==> src/rtl/smac_pkg.sv <==
package smac_pkg;
  typedef enum logic [3:0] {
    OP_MUL_HH        = 4'd0,
    OP_MAC_HH        = 4'd1,
    OP_MACL_HH       = 4'd2,
    OP_MUL_HW        = 4'd3,
    OP_MAC_HW        = 4'd4,
    OP_DUAL_ADD      = 4'd5,
    OP_DUAL_SUB      = 4'd6,
    OP_DUAL_ADD_ACC  = 4'd7,
    OP_DUAL_SUB_ACC  = 4'd8,
    OP_DUAL_ADD_ACCL = 4'd9,
    OP_DUAL_SUB_ACCL = 4'd10
  } smac_op_e;

  function automatic logic is_wide(input logic [3:0] op);
    return op == OP_MACL_HH || op == OP_DUAL_ADD_ACCL || op == OP_DUAL_SUB_ACCL;
  endfunction

  function automatic logic is_dual(input logic [3:0] op);
    return op >= OP_DUAL_ADD && op <= OP_DUAL_SUB_ACCL;
  endfunction
endpackage

==> src/rtl/smac_opsel.sv <==
module smac_opsel #(
  parameter int unsigned HW = 16,
  localparam int unsigned W = 2 * HW
) (
  input  logic [W-1:0]         a_i,
  input  logic [W-1:0]         b_i,
  input  logic                 sel_a_i,
  input  logic                 sel_b_i,
  input  logic                 swap_i,
  input  logic                 dual_i,
  output logic [1:0][HW-1:0]   ha_o,
  output logic [1:0][HW-1:0]   hb_o
);
  logic [W-1:0] b_x;

  assign b_x = swap_i ? {b_i[HW-1:0], b_i[W-1:HW]} : b_i;

  // lane 0: selected halves (single) or bottom pair (dual); lane 1: top pair
  assign ha_o[0] = dual_i ? a_i[HW-1:0] : (sel_a_i ? a_i[W-1:HW] : a_i[HW-1:0]);
  assign hb_o[0] = dual_i ? b_x[HW-1:0] : (sel_b_i ? b_i[W-1:HW] : b_i[HW-1:0]);
  assign ha_o[1] = a_i[W-1:HW];
  assign hb_o[1] = b_x[W-1:HW];
endmodule

==> src/rtl/smac_mul.sv <==
module smac_mul #(
  parameter int unsigned HW = 16,
  localparam int unsigned W  = 2 * HW,
  localparam int unsigned XW = 3 * HW
) (
  input  logic [1:0][HW-1:0] ha_i,
  input  logic [1:0][HW-1:0] hb_i,
  input  logic [W-1:0]       a_i,
  output logic [1:0][W-1:0]  hp_o,
  output logic [W-1:0]       wp_o
);
  for (genvar k = 0; k < 2; k++) begin : g_lane
    logic [W-1:0] xa, xb;
    assign xa = {{HW{ha_i[k][HW-1]}}, ha_i[k]};
    assign xb = {{HW{hb_i[k][HW-1]}}, hb_i[k]};
    assign hp_o[k] = W'($signed(xa) * $signed(xb));
  end

  // word x half on lane 0's b half; keep bits XW-1:HW
  logic [XW-1:0] wa, wb, wfull;
  assign wa    = {{HW{a_i[W-1]}}, a_i};
  assign wb    = {{W{hb_i[0][HW-1]}}, hb_i[0]};
  assign wfull = XW'($signed(wa) * $signed(wb));
  assign wp_o  = wfull[XW-1:HW];
endmodule

==> src/rtl/smac_sum.sv <==
module smac_sum
  import smac_pkg::*;
#(
  parameter int unsigned HW = 16,
  localparam int unsigned W  = 2 * HW,
  localparam int unsigned LW = 4 * HW,
  localparam int unsigned EW = W + 3
) (
  input  logic [3:0]         op_i,
  input  logic [1:0][W-1:0]  hp_i,
  input  logic [W-1:0]       wp_i,
  input  logic [W-1:0]       acc_lo_i,
  input  logic [W-1:0]       acc_hi_i,
  output logic [LW-1:0]      res_o,
  output logic               q_o
);
  logic [EW-1:0] e0, e1, ew, ea, s32;
  logic [LW-1:0] l0, l1, acc64, s64;
  logic          q32;

  assign e0    = {{3{hp_i[0][W-1]}}, hp_i[0]};
  assign e1    = {{3{hp_i[1][W-1]}}, hp_i[1]};
  assign ew    = {{3{wp_i[W-1]}}, wp_i};
  assign ea    = {{3{acc_lo_i[W-1]}}, acc_lo_i};
  assign l0    = {{W{hp_i[0][W-1]}}, hp_i[0]};
  assign l1    = {{W{hp_i[1][W-1]}}, hp_i[1]};
  assign acc64 = {acc_hi_i, acc_lo_i};

  // full-precision 32-bit path
  always_comb begin
    unique case (op_i)
      OP_MUL_HH:       s32 = e0;
      OP_MAC_HH:       s32 = e0 + ea;
      OP_MUL_HW:       s32 = ew;
      OP_MAC_HW:       s32 = ew + ea;
      OP_DUAL_ADD:     s32 = e0 + e1;
      OP_DUAL_SUB:     s32 = e0 - e1;
      OP_DUAL_ADD_ACC: s32 = e0 + e1 + ea;
      OP_DUAL_SUB_ACC: s32 = e0 - e1 + ea;
      default:         s32 = '0;
    endcase
  end

  // wrapping 64-bit path
  always_comb begin
    unique case (op_i)
      OP_MACL_HH:       s64 = l0 + acc64;
      OP_DUAL_ADD_ACCL: s64 = l0 + l1 + acc64;
      OP_DUAL_SUB_ACCL: s64 = l0 - l1 + acc64;
      default:          s64 = '0;
    endcase
  end

  // fits in W signed bits iff the top four bits agree
  assign q32   = !((&s32[EW-1:W-1]) || !(|s32[EW-1:W-1]));
  assign q_o   = is_wide(op_i) ? 1'b0 : q32;
  assign res_o = is_wide(op_i) ? s64 : {{W{s32[W-1]}}, s32[W-1:0]};
endmodule

==> src/rtl/smac_unit.sv <==
module smac_unit
  import smac_pkg::*;
#(
  parameter int unsigned HW = 16,
  localparam int unsigned W  = 2 * HW,
  localparam int unsigned LW = 4 * HW
) (
  input  logic          clk_i,
  input  logic          rst_ni,
  input  logic          valid_i,
  input  logic [3:0]    op_i,
  input  logic [W-1:0]  a_i,
  input  logic [W-1:0]  b_i,
  input  logic [W-1:0]  acc_lo_i,
  input  logic [W-1:0]  acc_hi_i,
  input  logic          sel_a_i,
  input  logic          sel_b_i,
  input  logic          swap_i,
  output logic          valid_o,
  output logic [LW-1:0] res_o,
  output logic          q_o
);
  logic [1:0][HW-1:0] ha, hb;
  logic [1:0][W-1:0]  hp;
  logic [W-1:0]       wp;
  logic [LW-1:0]      res_d;
  logic               q_d;

  smac_opsel #(.HW(HW)) u_opsel (
    .a_i(a_i), .b_i(b_i), .sel_a_i(sel_a_i), .sel_b_i(sel_b_i),
    .swap_i(swap_i), .dual_i(is_dual(op_i)), .ha_o(ha), .hb_o(hb)
  );

  smac_mul #(.HW(HW)) u_mul (
    .ha_i(ha), .hb_i(hb), .a_i(a_i), .hp_o(hp), .wp_o(wp)
  );

  smac_sum #(.HW(HW)) u_sum (
    .op_i(op_i), .hp_i(hp), .wp_i(wp), .acc_lo_i(acc_lo_i),
    .acc_hi_i(acc_hi_i), .res_o(res_d), .q_o(q_d)
  );

  always_ff @(posedge clk_i or negedge rst_ni) begin
    if (!rst_ni) begin
      valid_o <= 1'b0;
      q_o     <= 1'b0;
      res_o   <= '0;
    end else begin
      valid_o <= valid_i;
      q_o     <= valid_i & q_d;
      if (valid_i) res_o <= res_d;
    end
  end

  AST_VALID_LAT: assert property (@(posedge clk_i) disable iff (!rst_ni)
    valid_i |=> valid_o);
  AST_IDLE_NO_VALID: assert property (@(posedge clk_i) disable iff (!rst_ni)
    !valid_i |=> !valid_o && !q_o);
  AST_IDLE_HOLD: assert property (@(posedge clk_i) disable iff (!rst_ni)
    !valid_i |=> $stable(res_o));
  AST_WIDE_NO_Q: assert property (@(posedge clk_i) disable iff (!rst_ni)
    (valid_i && is_wide(op_i)) |=> !q_o);
  AST_SEXT_HI: assert property (@(posedge clk_i) disable iff (!rst_ni)
    (valid_i && !is_wide(op_i)) |=> res_o[LW-1:W] == {W{res_o[W-1]}});
  AST_DIFF_NO_Q: assert property (@(posedge clk_i) disable iff (!rst_ni)
    (valid_i && op_i == OP_DUAL_SUB) |=> !q_o);
  AST_MUL_NO_Q: assert property (@(posedge clk_i) disable iff (!rst_ni)
    (valid_i && (op_i == OP_MUL_HH || op_i == OP_MUL_HW)) |=> !q_o);
  AST_UNDEF_ZERO: assert property (@(posedge clk_i) disable iff (!rst_ni)
    (valid_i && op_i > 4'd10) |=> (res_o == '0 && !q_o));
endmodule

==> config.mk <==
export PLATFORM = sky130hd
export DESIGN_NAME = smac_unit
export DESIGN_NICKNAME = d
export VERILOG_FILES = /design/src/rtl/smac_pkg.sv /design/src/rtl/smac_opsel.sv /design/src/rtl/smac_mul.sv /design/src/rtl/smac_sum.sv /design/src/rtl/smac_unit.sv
export SDC_FILE = /design/constraint.sdc
export NUM_CORES = 2
export LEC_CHECK = 0
export CORE_UTILIZATION = 45
export DETAILED_ROUTE_END_ITERATION = 10
export HOLD_SLACK_MARGIN = 0.02
export PLACE_DENSITY = 0.7
export SYNTH_ARGS = -nofsm -noshare
export SYNTH_HDL_FRONTEND = slang
export SYNTH_SLANG_ARGS = --single-unit
==> constraint.sdc <==
create_clock -name clk_i -period 1.65 [get_ports clk_i]
set_clock_uncertainty 0.15 [all_clocks]
set_input_delay 0.2475 -clock clk_i [delete_from_list [all_inputs] [get_ports clk_i]]
set_output_delay 0.2475 -clock clk_i [all_outputs]
set_load 0.02 [all_outputs]
==> results.yml <==
critical_path:
  cp_top_family: "adder cells"
  cp_slowest_stage_delay_ns: 0.54
  start_kind: "input pin"
  end_kind: "register"
  crit_fanout: 6
  cp.arrival_ns: 11.62
  worstSetupPathType: "input pin to register"
  crit_slowest_cell: "fa_1"
  path_common_cell: "buf_6"
  crit_required_ns: 1.80
  path_buf_inv: 18
yosys:
  synth.cell_area_mm2: 0.0550
  ys_warn_count: 0
  ys_types: 93
  synth_top_area_share_pct: 36.9
  synth.avg_cell_area_um2: 8.20
  synth_ff_type: "dfrtp_1"
  ys_seq_area_share_pct: 3.00
  syn_inst: 6708
  synth-edff-count: 0
  synth_seq_cells: 66
  yosysTopAreaCell: "fa_1"
  synthArstFlopShare_pct: 100
  synth_nets: 8364
  ys_top_cells_by_area: "fa_1 37%, ha_1 11%, inv_1 8.1%, nand2_1 5.6%, a21oi_1 3.5%"
clocking:
  cts_tree: "built"
  path_clk_slew_ns: 0.09
  cts_buffers: 9
  cts.sinks: 66
  worstSkewPairLatency_ns: 0.40
  cts_root_buf: "clkbuf_16"
  cts.htree.levels: 3
  clock_path_buffers: 2
sta:
  relSlewSlack_pct: 30.8
  max_freq_mhz: 87.2
  setup_ws_ns: -9.82
  timing.hold.ws_ns: 0.119
  setup_viol: 65
  slew_violations: 0
  period_needed_ns: 11.47
  finalHoldViolCount: 0
  rsz0062_at_grt: "yes"
  finalCritPeriodShare_pct: 695
  worst_pin_slew_ns: 1.03
global_route:
  grt_pass1_wl_mm: 346
  grt.overflow.total: 0
  grt_max_degree: 46
  grt_pass1_vias: 59600
  track_usage_pct: 36.8
  antenna_found_initial: 9
die:
  core_mm2: 0.121
  rows: 127
  start_util_pct: 45.6
  num_io_pins: 204
  dieArea_mm2: 0.124
  die_y_um: 352
  dieWidth_um: 352
status:
  outcome: "finished, violations left"
  violations: "negative setup slack"
detailed_routing:
  drt_iter0_drc: 4694
  via_per_inst: 5.58
  wl_per_cell_um: 22.2
  vias: 56500
  final_antenna_net_count: 0
  route.detailed.drc: 0
  drt_pass1_iterations: 6
  wirelength_mm: 225
placed_design:
  portBuffers: 203
  place_hpwl_mm: 188
  gp_congestion: 1.06
  placed_area_mm2: 0.0724
  numPlacedInstances: 9936
flow_run:
  max_cap_viol_count: 0
cells_and_area:
  final_area_mm2: 0.0771
  stdcell_count: 10100
  nNetsFinal: 10100
  drive_above_1_share_pct: 30.1
  areaGrowthSynthToFinish_pct: 40.1
min_path:
  holdCritPathClass: "input pin to async pin"
cell usage in the layout, fill, tap and decap left out, types with 88 or more instances in the layout:
master and n:
and2_1 168, a21o_1 141, o21ai_0 178, nand2_1 807, ha_1 429, clkdlybuf4s50_1 127, fa_1 1000, nor2b_1 136
buf_4 1731, a21oi_2 88, inv_1 1171, nor2_1 373, xnor2_1 160, a21oi_1 287
Yosys cell counts (9+ instances only):
library cell	instances
a2111oi_0	10
a211o_1	11
a211oi_1	47
a21boi_0	10
a21o_1	143
a21oi_1	383
a221o_1	14
a221oi_1	30
a22oi_1	17
a31oi_1	44
a41oi_1	9
and2_1	177
and3_1	32
and4_1	10
buf_1	16
clkbuf_1	278
dfrtp_1	66
fa_1	1015
ha_1	503
inv_1	1188
mux2_2	41
mux2i_1	53
nand2_1	828
nand2b_1	84
nand3_1	70
nand4_1	39
nor2_1	402
nor2b_1	141
nor3_1	57
nor3b_1	10
nor4_1	16
o211ai_1	22
o21a_1	48
o21ai_0	251
o21bai_1	67
o221ai_1	33
o22a_1	10
o22ai_1	36
o31a_1	10
o31ai_1	19
or2_2	33
or3_1	16
xnor2_1	205
xor2_1	94
repair_timing:
action / CTS / global route
endpoints found under the hold margin: 66 / 0
pin swaps: 288 / 132
resized for setup: 567 / 187
setup buffers: 119 / 42
hold buffers: 1 / 0
setup endpoints to repair: 131 / 67
cloned: 4 / 1
sequential cells by signal, summed over array words and instances (netlist names):
name,count
q_o,1
res_o,64
valid_o,1
routing by layer:
layer,part of all wire (%),track usage (%),up-vias
li1,-,-,25100
met1,40,47.3,28100
met2,45,58.5,2606
met3,9.5,8.09,644
met4,5.8,18.1,2
met5,0.0040,0,-
layout make-up:
class | instances | area (um^2)
Fill cell | 10100 | 43500
Clock buffer | 9 | 225
Multi-Input combinational cell | 5152 | 51600
Antenna cell | 6 | 15.0
Timing Repair Buffer | 2070 | 17000
Inverter | 1190 | 4470
Clock inverter | 7 | 60.1
Sequential cell | 66 | 1650
Tap cell | 1612 | 2020
worst register-to-register path, stage by stage (launching register included):
cell and delay, ns:
dfrtp_1 0.38, o2bb2ai_1 0.13, a311o_1 0.29
metrics by stage:
step | util [%] | setup WS, ns | setup TNS (ns)
after global placement | 60.0 | -10.79 | -643.14
final | 63.9 | -9.82 | -578.11
after floorplan | - | -9.55 | -546.61
after global routing | 63.9 | -10.11 | -599.79
after CTS | 63.0 | -9.71 | -572.51
after detailed placement | 60.0 | -10.92 | -646.50
kinds of logic after synthesis:
kind of cell / Yosys count / share of synthesized area [%]
adder cells (fa/ha/maj): 1518 / 48.4
AND/OR/NAND/NOR: 1939 / 16.3
flip-flops: 66 / 3.00
XOR/XNOR: 299 / 4.76
AO/OA/AOI/OAI: 1299 / 15.5
buffers and inverters: 1491 / 10.2
multiplexers: 96 / 1.85
final timing paths:
path | from | endpoint | slack [ns] | cells after the start
hold reg to reg | res_o[1]$_DFFE_PN0P_ | res_o[1]$_DFFE_PN0P_ | 0.34 | 1
setup reg to reg | res_o[21]$_DFFE_PN0P_ | res_o[21]$_DFFE_PN0P_ | 0.57 | 2
setup / recovery | op_i[0] | res_o[57]$_DFFE_PN0P_ | -9.82 | 60
min in group clk_i | res_o[1]$_DFFE_PN0P_ | res_o[1]$_DFFE_PN0P_ | 0.34 | 1
hold / removal | rst_ni | res_o[13]$_DFFE_PN0P_ | 0.12 | 2
max in group asynchronous | rst_ni | res_o[9]$_DFFE_PN0P_ | 0.67 | 3
Power is not shown: default switching activity piles up to over one toggle a cycle in this logic, so the estimate is an artifact.
